## config.mk

```make
export PLATFORM = sky130hd
export DESIGN_NAME = tes_status_reg
export DESIGN_NICKNAME = d
export VERILOG_FILES = /design/src/rtl/tes_pkg.sv /design/src/rtl/tes_evt_merge.sv /design/src/rtl/tes_flag_cell.sv /design/src/rtl/tes_irq_reg.sv /design/src/rtl/tes_status_reg.sv
export SDC_FILE = /design/constraint.sdc
export NUM_CORES = 1
export LEC_CHECK = 0
export ABC_AREA = 0
export BUFFER_PORTS_ARGS = -buffer_cell sky130_fd_sc_hd__buf_2
export CAP_MARGIN = 20
export CORE_MARGIN = 10
export CORE_UTILIZATION = 37
export CTS_CLUSTER_SIZE = 16
export DETAILED_ROUTE_END_ITERATION = 10
export PLACE_DENSITY = 0.71
export SLEW_MARGIN = 30
export SYNTH_ARGS = -nofsm -noshare
export SYNTH_HDL_FRONTEND = slang
export SYNTH_HIERARCHICAL = 1
export SYNTH_SLANG_ARGS = --single-unit
```

## constraint.sdc

```tcl
create_clock -name clk_i -period 0.8 [get_ports clk_i]
set_input_delay 0 -clock clk_i [delete_from_list [all_inputs] [get_ports clk_i]]
set_output_delay 0 -clock clk_i [all_outputs]
set_load 0.005 [all_outputs]
```

## src/rtl/tes_pkg.sv

```systemverilog
package tes_pkg;
  localparam int unsigned RSV_BITS = 2;
  typedef enum logic {
    D_MODE_CMP = 1'b0,
    D_MODE_CAP = 1'b1
  } d_mode_e;
endpackage

```

## src/rtl/tes_evt_merge.sv

```systemverilog
module tes_evt_merge #(
  parameter int unsigned NUM_FLAGS = 6,
  localparam int unsigned LOW_N = NUM_FLAGS - 3
) (
  input  logic                 unf_i,
  input  logic                 ovf_i,
  input  logic                 d_match_i,
  input  logic                 d_capt_i,
  input  logic                 d_mode_i,
  input  logic [LOW_N-1:0]     low_i,
  output logic [NUM_FLAGS-1:0] set_o
);
  import tes_pkg::*;

  localparam int unsigned UNF_IDX = NUM_FLAGS - 1;
  localparam int unsigned OVF_IDX = NUM_FLAGS - 2;
  localparam int unsigned D_IDX   = NUM_FLAGS - 3;

  d_mode_e d_mode;
  logic    d_evt;

  assign d_mode = d_mode_e'(d_mode_i);

  // the mode decides which of the two D sources is live
  always_comb begin
    unique case (d_mode)
      D_MODE_CAP: d_evt = d_capt_i;
      default:    d_evt = d_match_i;
    endcase
  end

  always_comb begin
    set_o          = '0;
    set_o[UNF_IDX] = unf_i;
    set_o[OVF_IDX] = ovf_i;
    set_o[D_IDX]   = d_evt;
    set_o[LOW_N-1:0] = low_i;
  end
endmodule

```

## src/rtl/tes_flag_cell.sv

```systemverilog
module tes_flag_cell (
  input  logic clk_i,
  input  logic rst_ni,
  input  logic set_i,
  input  logic rd_i,
  input  logic wr_i,
  input  logic wbit_i,
  output logic flag_o
);
  logic flag_q, arm_q;
  logic clr;

  // clear needs an arm left by an earlier read
  assign clr = wr_i & arm_q & ~wbit_i;

  always_ff @(posedge clk_i or negedge rst_ni) begin
    if (!rst_ni) begin
      flag_q <= 1'b0;
      arm_q  <= 1'b0;
    end else begin
      flag_q <= set_i | (flag_q & ~clr);
      // any write consumes the arm; a read arms only a flag showing 1
      arm_q  <= (rd_i & flag_q) | (arm_q & ~wr_i);
    end
  end

  assign flag_o = flag_q;
endmodule

```

## src/rtl/tes_irq_reg.sv

```systemverilog
module tes_irq_reg #(
  parameter int unsigned NUM_FLAGS = 6
) (
  input  logic                 clk_i,
  input  logic                 rst_ni,
  input  logic [NUM_FLAGS-1:0] flags_i,
  input  logic [NUM_FLAGS-1:0] en_i,
  output logic                 irq_o
);
  logic irq_q;

  always_ff @(posedge clk_i or negedge rst_ni) begin
    if (!rst_ni) irq_q <= 1'b0;
    else         irq_q <= |(flags_i & en_i);
  end

  assign irq_o = irq_q;
endmodule

```

## src/rtl/tes_status_reg.sv

```systemverilog
module tes_status_reg #(
  parameter int unsigned REG_W = 8,
  localparam int unsigned NUM_FLAGS = REG_W - tes_pkg::RSV_BITS,
  localparam int unsigned LOW_N = NUM_FLAGS - 3
) (
  input  logic                 clk_i,
  input  logic                 rst_ni,
  input  logic                 rd_i,
  input  logic                 wr_i,
  input  logic [REG_W-1:0]     wdata_i,
  output logic [REG_W-1:0]     rdata_o,
  input  logic [NUM_FLAGS-1:0] irq_en_i,
  input  logic                 unf_evt_i,
  input  logic                 ovf_evt_i,
  input  logic                 d_match_i,
  input  logic                 d_capt_i,
  input  logic                 d_capt_mode_i,
  input  logic [LOW_N-1:0]     low_evt_i,
  output logic                 irq_o
);
  logic [NUM_FLAGS-1:0] set_vec;
  logic [NUM_FLAGS-1:0] flags;
  logic                 unused_rsv_wr;

  assign unused_rsv_wr = ^wdata_i[REG_W-1:NUM_FLAGS];

  tes_evt_merge #(.NUM_FLAGS(NUM_FLAGS)) i_evt_merge (
    .unf_i    (unf_evt_i),
    .ovf_i    (ovf_evt_i),
    .d_match_i(d_match_i),
    .d_capt_i (d_capt_i),
    .d_mode_i (d_capt_mode_i),
    .low_i    (low_evt_i),
    .set_o    (set_vec)
  );

  for (genvar k = 0; k < NUM_FLAGS; k++) begin : g_flag
    tes_flag_cell i_cell (
      .clk_i (clk_i),
      .rst_ni(rst_ni),
      .set_i (set_vec[k]),
      .rd_i  (rd_i),
      .wr_i  (wr_i),
      .wbit_i(wdata_i[k]),
      .flag_o(flags[k])
    );
  end

  tes_irq_reg #(.NUM_FLAGS(NUM_FLAGS)) i_irq (
    .clk_i  (clk_i),
    .rst_ni (rst_ni),
    .flags_i(flags),
    .en_i   (irq_en_i),
    .irq_o  (irq_o)
  );

  assign rdata_o = {{tes_pkg::RSV_BITS{1'b1}}, flags};
endmodule

```

== Word-level counts from Yosys, hierarchy flattened ==
Index checks and enable logic that the tools add are counted.
Storage, ports and cells
  register bits after elaboration: 13
  input bits: 26
  word-level logic and storage cells: 71
  output and inout port bits: 9
Operators by class
  reductions and logical operators: 1
  bitwise gates (word level): 56
  mux-type cells: 1
Operators with widths (count)
  1-bit bitwise AND: 30
  1-bit inverter: 13
  1-bit bitwise OR: 12
  6-bit bitwise AND: 1
  6-bit OR reduction: 1
  1-bit 2-to-1 mux: 1

== Longest topological paths before layout ==
Gate-level depths: netlist (run 1).
  word-level depth: 5
  gate-level depth with buffers: 4
  gate-level depth less buffers: 3

== Hierarchy ==
Netlist (run 1), hierarchy kept.
Modules (own cells, without submodules)
  tes_flag_cell: times used 6, cells each 8, area an instance 76.3 um^2, sequential area each 50.0 um^2
  tes_evt_merge: times used 1, cells each 7, area an instance 60.1 um^2, sequential area each 0.0 um^2
  tes_irq_reg: times used 1, cells each 5, area an instance 52.6 um^2, sequential area each 25.0 um^2
  tes_status_reg: times used 1, cells each 3, area an instance 18.8 um^2, sequential area each 0.0 um^2

== Worst setup path before layout (run 1) ==
Ideal clock, no wire load.
  path kind: register to register
  start: reg g_flag[2].i_cell.flag_q
  end: reg i_irq.irq_q (netlist: i_irq/irq_o)
  setup time: 0.131 ns
  clock period less this slack: 0.780 ns
  arrival: 0.650 ns
  data required time: 0.669 ns
  path slack: 0.020 ns
  stages on the path, launching flop included: 3
  path buffers: 0
  cells stage by stage: dfrtp_1 > a22oi_1 > nand3_1
On the way
  word-level cells in the longest chain between the ends: 2
RTL lines
  start: declaration: RTL line tes_flag_cell.sv:10  | logic flag_q, arm_q;
  start signal: assignment: RTL line tes_flag_cell.sv:21  | flag_q <= set_i | (flag_q & ~clr);
  6-bit bitwise AND: RTL line tes_irq_reg.sv:14  | else irq_q <= |(flags_i & en_i);
  6-bit OR reduction: RTL line tes_irq_reg.sv:14
  end signal: assignment: RTL line tes_irq_reg.sv:14
  end: declaration: RTL line tes_irq_reg.sv:10  | logic irq_q;
No other way between the ends.

== Final worst setup path (run 1) ==
  start: reg g_flag[4].i_cell.flag_q
  end: out rdata_o[4]
RTL lines
  start: declaration: RTL line tes_flag_cell.sv:10
  start signal: assignment: RTL line tes_flag_cell.sv:21
  end: declaration: RTL line tes_status_reg.sv:11  | output logic [REG_W-1:0] rdata_o,
No word-level cell between the ends.

==> results of run 1 <==
==> metrics by stage <==
stage | power, mW | hold slack [ns]
after detailed placement | 0.972 | -0.0956
final | 1.44 | 0.0275
after floorplan | 0.871 | -0.296
after global placement | 0.965 | -0.103
after global routing | 1.54 | 0.0359
after CTS | 1.44 | 0.0128
==> synthesized netlist by cell type <==
cell	n	area share
o21ai_1	6	0.051
conb_1	1	0.0064
nand3_1	1	0.0085
dfrtp_1	13	0.55
a22oi_1	3	0.038
mux2_4	1	0.025
a31oi_1	6	0.064
nand2_1	6	0.038
buf_4	8	0.10
inv_1	6	0.038
nor2_1	12	0.076
==> flip-flops by register name (all words and copies together), names as in the netlist <==
name / count
g_flag.i_cell/flag_o: 6
g_flag.i_cell/arm_q: 6
i_irq/irq_o: 1
==> layer usage <==
layer | track usage | share of wire | vias up
li1 | - | - | 287
met1 | 0.108 | 0.46 | 249
met2 | 0.156 | 0.42 | 27
met3 | 0.0445 | 0.11 | 0
met4 | 0.0385 | 0 | 0
met5 | 0 | 0 | -
==> final cells by class <==
class	count	area, um^2	area share
sequential	13	325	0.355
clock buffer	4	26.3	0.0286
tap	16	20.0	0.0218
timing repair buffer	47	325	0.355
multi-input combinational	37	198	0.216
inverter	6	22.5	0.0246
==> cells in the final DEF, fill, tap and decap left out, types with 2 or more instances in the layout <==
cell,instances
nand2_1,5
buf_4,2
inv_1,6
buf_2,29
dfrtp_1,13
nor2_2,2
nor2_1,10
dlygate4sd3_1,12
a22oi_1,2
conb_1,2
a31oi_1,6
clkbuf_4,3
o21ai_1,6
buf_6,4
==> power by group through the flow <==
stage	Sequential (mW)	Combinational [mW]	Clock, mW
5_1_grt	0.759	0.334	0.448
3_3_place_gp	0.759	0.206	0
3_5_place_dp	0.764	0.208	0
2_1_floorplan	0.760	0.111	0
4_1_cts	0.751	0.276	0.416
6_report	0.752	0.295	0.392
==> what timing repair did <==
| action | in CTS | in global routing |
|---|---|---|
| gates resized for setup | 3 | 5 |
| endpoints found under the setup margin | 7 | 11 |
| hold buffers | 12 | 0 |
| pin swaps | 0 | 2 |
| gates cloned | 0 | 0 |
| buffers inserted | 2 | 2 |
| hold endpoints to repair | 19 | 0 |
==> final timing paths <==
kind | from | endpoint | cells after the start
setup / recovery | g_flag[4].i_cell/flag_o | rdata_o[4] | 2
max in group asynchronous | rst_ni | g_flag[2].i_cell/flag_o | 2
min in group asynchronous | rst_ni | i_irq/irq_o | 2
setup reg to reg | g_flag[2].i_cell/flag_o | i_irq/irq_o | 2
hold reg to reg | g_flag[5].i_cell/arm_q | g_flag[5].i_cell/flag_o | 1
hold / removal | wdata_i[1] | g_flag[1].i_cell/flag_o | 3
==> critical path: cells and delay by family, from the launching register on <==
family                 cells  cell delay (ns)
DFF                        1             0.40
buffers and inverters      2             0.23
==> logic make-up (layout without fill, tap and decap cells) <==
| group | after synthesis | in the layout | share of synthesized area |
|---|---|---|---|
| simple gates | 19 | 19 | 0.123 |
| other cells | 1 | 2 | 0.00636 |
| buf+inv | 14 | 57 | 0.140 |
| compound gates | 15 | 15 | 0.153 |
| mux | 1 | 1 | 0.0255 |
| flops | 13 | 13 | 0.552 |
==> impl_metrics.yaml, run 1 <==
placed_design:
  placed_cell_area_um2: 711
  preCtsSetupSlack_ns: -0.0491
  globalplace.congestion: 0.691
  place_inst: 103
  place.port_buffers: 30
  hpwl_um: 1120
clock_network:
  tritoncts: "yes"
  number_of_buffers_inserted_during_clock_tree_synthesis: 3
  clockBufferDepth: 2
  cts.clk_slew.worst_paths_ns: 0.08
  cts_sinks: 13
  clk_latency_ns: 0.27
  clock_tree.htree_level_count: 1
  cts.root.buffer_cell: "clkbuf_4"
global_routing:
  overflow: 0
  track_usage: 0.0971
  antenna_found_initial: 0
  wire_length_of_the_first_global_routing_pass_um: 2770
  grt_start_max_net_pins: 14
  first_global_vias: 649
power:
  netSwitchingPower_mw: 0.359
  combPwrFrac: 0.205
  pwr-share-clk: 0.273
  power_density_nw_per_um2: 1570
  irDropWorstVdd_mv: 1.20
  netSwitchingFraction: 0.249
  pwr-share-seq: 0.522
  power_leakage_nw: 0.456
  power.internal_mw: 1.08
die:
  dieWidth_um: 59.9
  dieArea_um2: 3590
  placementRows: 14
  boundary_pin_count: 35
  start_util: 0.391
  core_um2: 1510
  die_h_um: 59.9
synth:
  syn-cell-area_um2: 589
  synthCells: 63
  ys_seq_elements: 13
  avgSynthCellArea_um2: 9.35
  synthesis.yosys.warnings: 6
  synth.lib_cells_used.distinct: 11
  synth_seq_area_share: 0.552
timing:
  worst_slack_ns: -0.0987
  fmax_ghz: 1.11
  setup_violations: 7
  setup_total_negative_slack_ns: -0.180
  drv_slew: 0
  worst_clock_skew_ns: 0.00758
  rsz0062_at_grt: "yes"
  timing.final.crit_share: 1.12
  hold_viol_final: 0
  fin_crit_ns: 0.899
route:
  routed_wl_um: 1600
  detail_route.vias_per_cell: 4.58
  ant_nets: 0
  remaining_drc_errors: 0
  drt_first_pass_iters: 4
  routed_wire_length_per_instance_um: 13.0
  num_vias: 563
  dr.first_iter.drc_count: 10
worst_setup_path:
  crit_path_top_delay_cell: "dfrtp_1"
  worst-endpoint-arrival_ns: 0.90
  timing.critical_path.slowest_cell_delay_ns: 0.40
  startpoint_type: "flip-flop"
  timing_worst_setup_path_type: "reg2out"
  cp.required_ns: 0.80
  path_max_fanout: 3
  cp-end-kind: "output port"
  setup.reg_to_reg.worst_slack_ns: 0
  path_cells: "buf_6 > buf_6"
  cp_common_cell: "buf_6"
outcome:
  violations: "negative setup slack"
  outcome: "finished, violations left"
cells_and_area:
  num_antenna_cells: 0
  layout.cell_area.non_filler_um2: 917
  instances_no_fill: 123
  final_nets: 134
  utilization: 0.609
  num-fill-cells: 134
  drive_gt1_frac: 0.402
  area_growth_syn_to_layout_pct: 55.6
job:
  maxCapViolCount: 0
hold_path:
  hold_path_class: "in2reg"
(Power assumes the default switching activity.)
==> run 2, diff against run 1 <==
ABC_CLOCK_PERIOD_IN_PS = 800   (was not set)
REMOVE_ABC_BUFFERS = 1   (was not set)
==> run 2 against run 1 <==
Effect of this change: power increased by 2.5%; the flow still finishes with violations (negative setup slack); register-to-register slack about the same; count of clock-buffer cells in the layout unchanged; largest power group unchanged; wire length increased by 12%; die area unchanged; critical path type unchanged; largest cell class unchanged; sequential cell count unchanged; clock power increased by 5.6%.
==> impl_metrics.yaml, run 2 (same netlist as run 1, synthesis figures left out) <==
cells_and_area:
  layout_commonest_cell: "buf_2"
  layout.cells.most_common_list: "30 x buf_2, 13 x dfrtp_1, 12 x dlygate4sd3_1"
  num_antenna_cells: 0
  layout.cell_area.non_filler_um2: 923
  final_nets: 133
  area_growth_syn_to_layout_pct: 56.7
  drive_gt1_frac: 0.425
clock_network:
  clk_latency_ns: 0.28
  clock_tree.htree_level_count: 1
  cts_sinks: 13
  cts.clk_slew.worst_paths_ns: 0.08
  number_of_buffers_inserted_during_clock_tree_synthesis: 3
  clockBufferDepth: 2
  tritoncts: "yes"
  cts.root.buffer_cell: "clkbuf_4"
worst_setup_path:
  family_with_the_most_delay_on_the_worst_path: "flip-flops"
  worst_reg2reg_path_depth: 3
  path_cells: "buf_2"
  timing_worst_setup_path_type: "reg2out"
  worst_r2r_dst: "g_flag[2].i_cell/arm_q"
  worst-endpoint-arrival_ns: 0.85
  regToRegStartpoint: "g_flag[2].i_cell/flag_o"
  cp-end-kind: "output port"
  timing.critical_path.slowest_cell_delay_ns: 0.43
  crit_path_top_delay_cell: "dfrtp_1"
  path_max_fanout: 4
  setup.reg_to_reg.worst_slack_ns: 0
  worst-path-buf-inv: 1
  cp.required_ns: 0.80
  startpoint_type: "flip-flop"
hold_path:
  min_from: "wdata_i[3]"
  hold_path_class: "in2reg"
  endpoint_with_the_worst_hold_slack: "g_flag[3].i_cell/flag_o"
  hold_depth: 3
power:
  combPwrFrac: 0.207
  power_leakage_nw: 0.448
  pwr-share-clk: 0.281
  netSwitchingFraction: 0.269
  pwr-share-seq: 0.512
  power_density_nw_per_um2: 1600
  irDropWorstVdd_mv: 0.798
  power.internal_mw: 1.08
  netSwitchingPower_mw: 0.397
timing:
  setup_violations: 6
  rsz0062_at_grt: "yes"
  drv_slew: 0
  fin_crit_ns: 0.853
  fmax_ghz: 1.17
  worst_slack_ns: -0.0531
  timing.final.crit_share: 1.07
  worst_clock_skew_ns: 0.00175
  hold_viol_final: 0
die:
  boundary_pin_count: 35
  core_um2: 1510
  placementRows: 14
  start_util: 0.391
  dieArea_um2: 3590
  die_h_um: 59.9
  dieWidth_um: 59.9
global_routing:
  overflow: 0
  antenna_found_initial: 0
  grt_start_max_net_pins: 14
  first_global_vias: 596
  wire_length_of_the_first_global_routing_pass_um: 2750
  track_usage: 0.102
route:
  routed_wl_um: 1800
  remaining_drc_errors: 0
  drt_first_pass_iters: 4
  ant_nets: 0
  detail_route.vias_per_cell: 4.80
  dr.first_iter.drc_count: 19
  routed_wire_length_per_instance_um: 14.7
  num_vias: 586
job:
  maxCapViolCount: 0
placed_design:
  place.port_buffers: 30
  globalplace.congestion: 0.774
  placed_cell_area_um2: 703
  hpwl_um: 1180
  preCtsSetupSlack_ns: -0.0500
outcome:
  outcome: "finished, violations left"
  violations: "negative setup slack"
[run 2: cell count changes in the layout (fill, tap and decap cells not counted), sizes merged]
cell  delta
buf      -1
[run 2: power by group through the flow]
stage	clock [mW]	combinational, mW	sequential, mW
2_1_floorplan	0	0.0787	0.760
3_3_place_gp	0	0.200	0.761
3_5_place_dp	0	0.204	0.764
4_1_cts	0.419	0.273	0.749
5_1_grt	0.455	0.341	0.764
6_report	0.414	0.306	0.755
[run 2: cell type report]
| type | instances | area [um^2] |
|---|---|---|
| flip-flops and latches | 13 | 325 |
| fillers | 124 | 583 |
| repair buffers | 46 | 308 |
| well taps | 16 | 20.0 |
| clock buffers | 4 | 26.3 |
| multi-input cells | 37 | 221 |
| inverters | 6 | 22.5 |
[run 2: metrics by stage]
step	total power, mW	std cells	util	setup TNS (ns)	hold slack (ns)
3_3_place_gp	0.961	102	0.467	-0.0270	-0.100
6_report	1.48	122	0.613	-0.249	0.0138
3_5_place_dp	0.968	102	0.467	-0.0500	-0.0972
5_1_grt	1.56	122	0.613	-0.650	0.00528
2_1_floorplan	0.839	56	-	0	-0.296
4_1_cts	1.44	121	0.584	-0.211	0.00450
[run 2: timing repair]
item                       CTS  global route
setup buffers                3             1
gates resized for setup      2             9
hold endpoints to repair    19             0
gates cloned                 0             0
setup endpoints to repair    7            12
hold buffers                12             0
pin swaps                    0             5
[run 2: worst max-delay path by stage]
stage / startpoint / to / slack [ns] / cells past startpoint
2_1_floorplan: g_flag[2].i_cell/flag_o / i_irq/irq_o / 0.02 / 2
3_3_place_gp: g_flag[4].i_cell/flag_o / i_irq/irq_o / -0.03 / 2
3_5_place_dp: g_flag[4].i_cell/flag_o / i_irq/irq_o / -0.05 / 2
4_1_cts: g_flag[4].i_cell/flag_o / rdata_o[4] / -0.05 / 1
5_1_grt: g_flag[4].i_cell/flag_o / rdata_o[4] / -0.09 / 1
6_report: g_flag[4].i_cell/flag_o / rdata_o[4] / -0.05 / 1
[run 2: per-layer routing]
layer | vias to the layer above | track usage | routed length (um)
met1 | 274 | 0.106 | 677
met5 | - | 0 | 0
li1 | 286 | - | -
met4 | 0 | 0.0481 | 27
met2 | 24 | 0.174 | 954
met3 | 2 | 0.0403 | 135
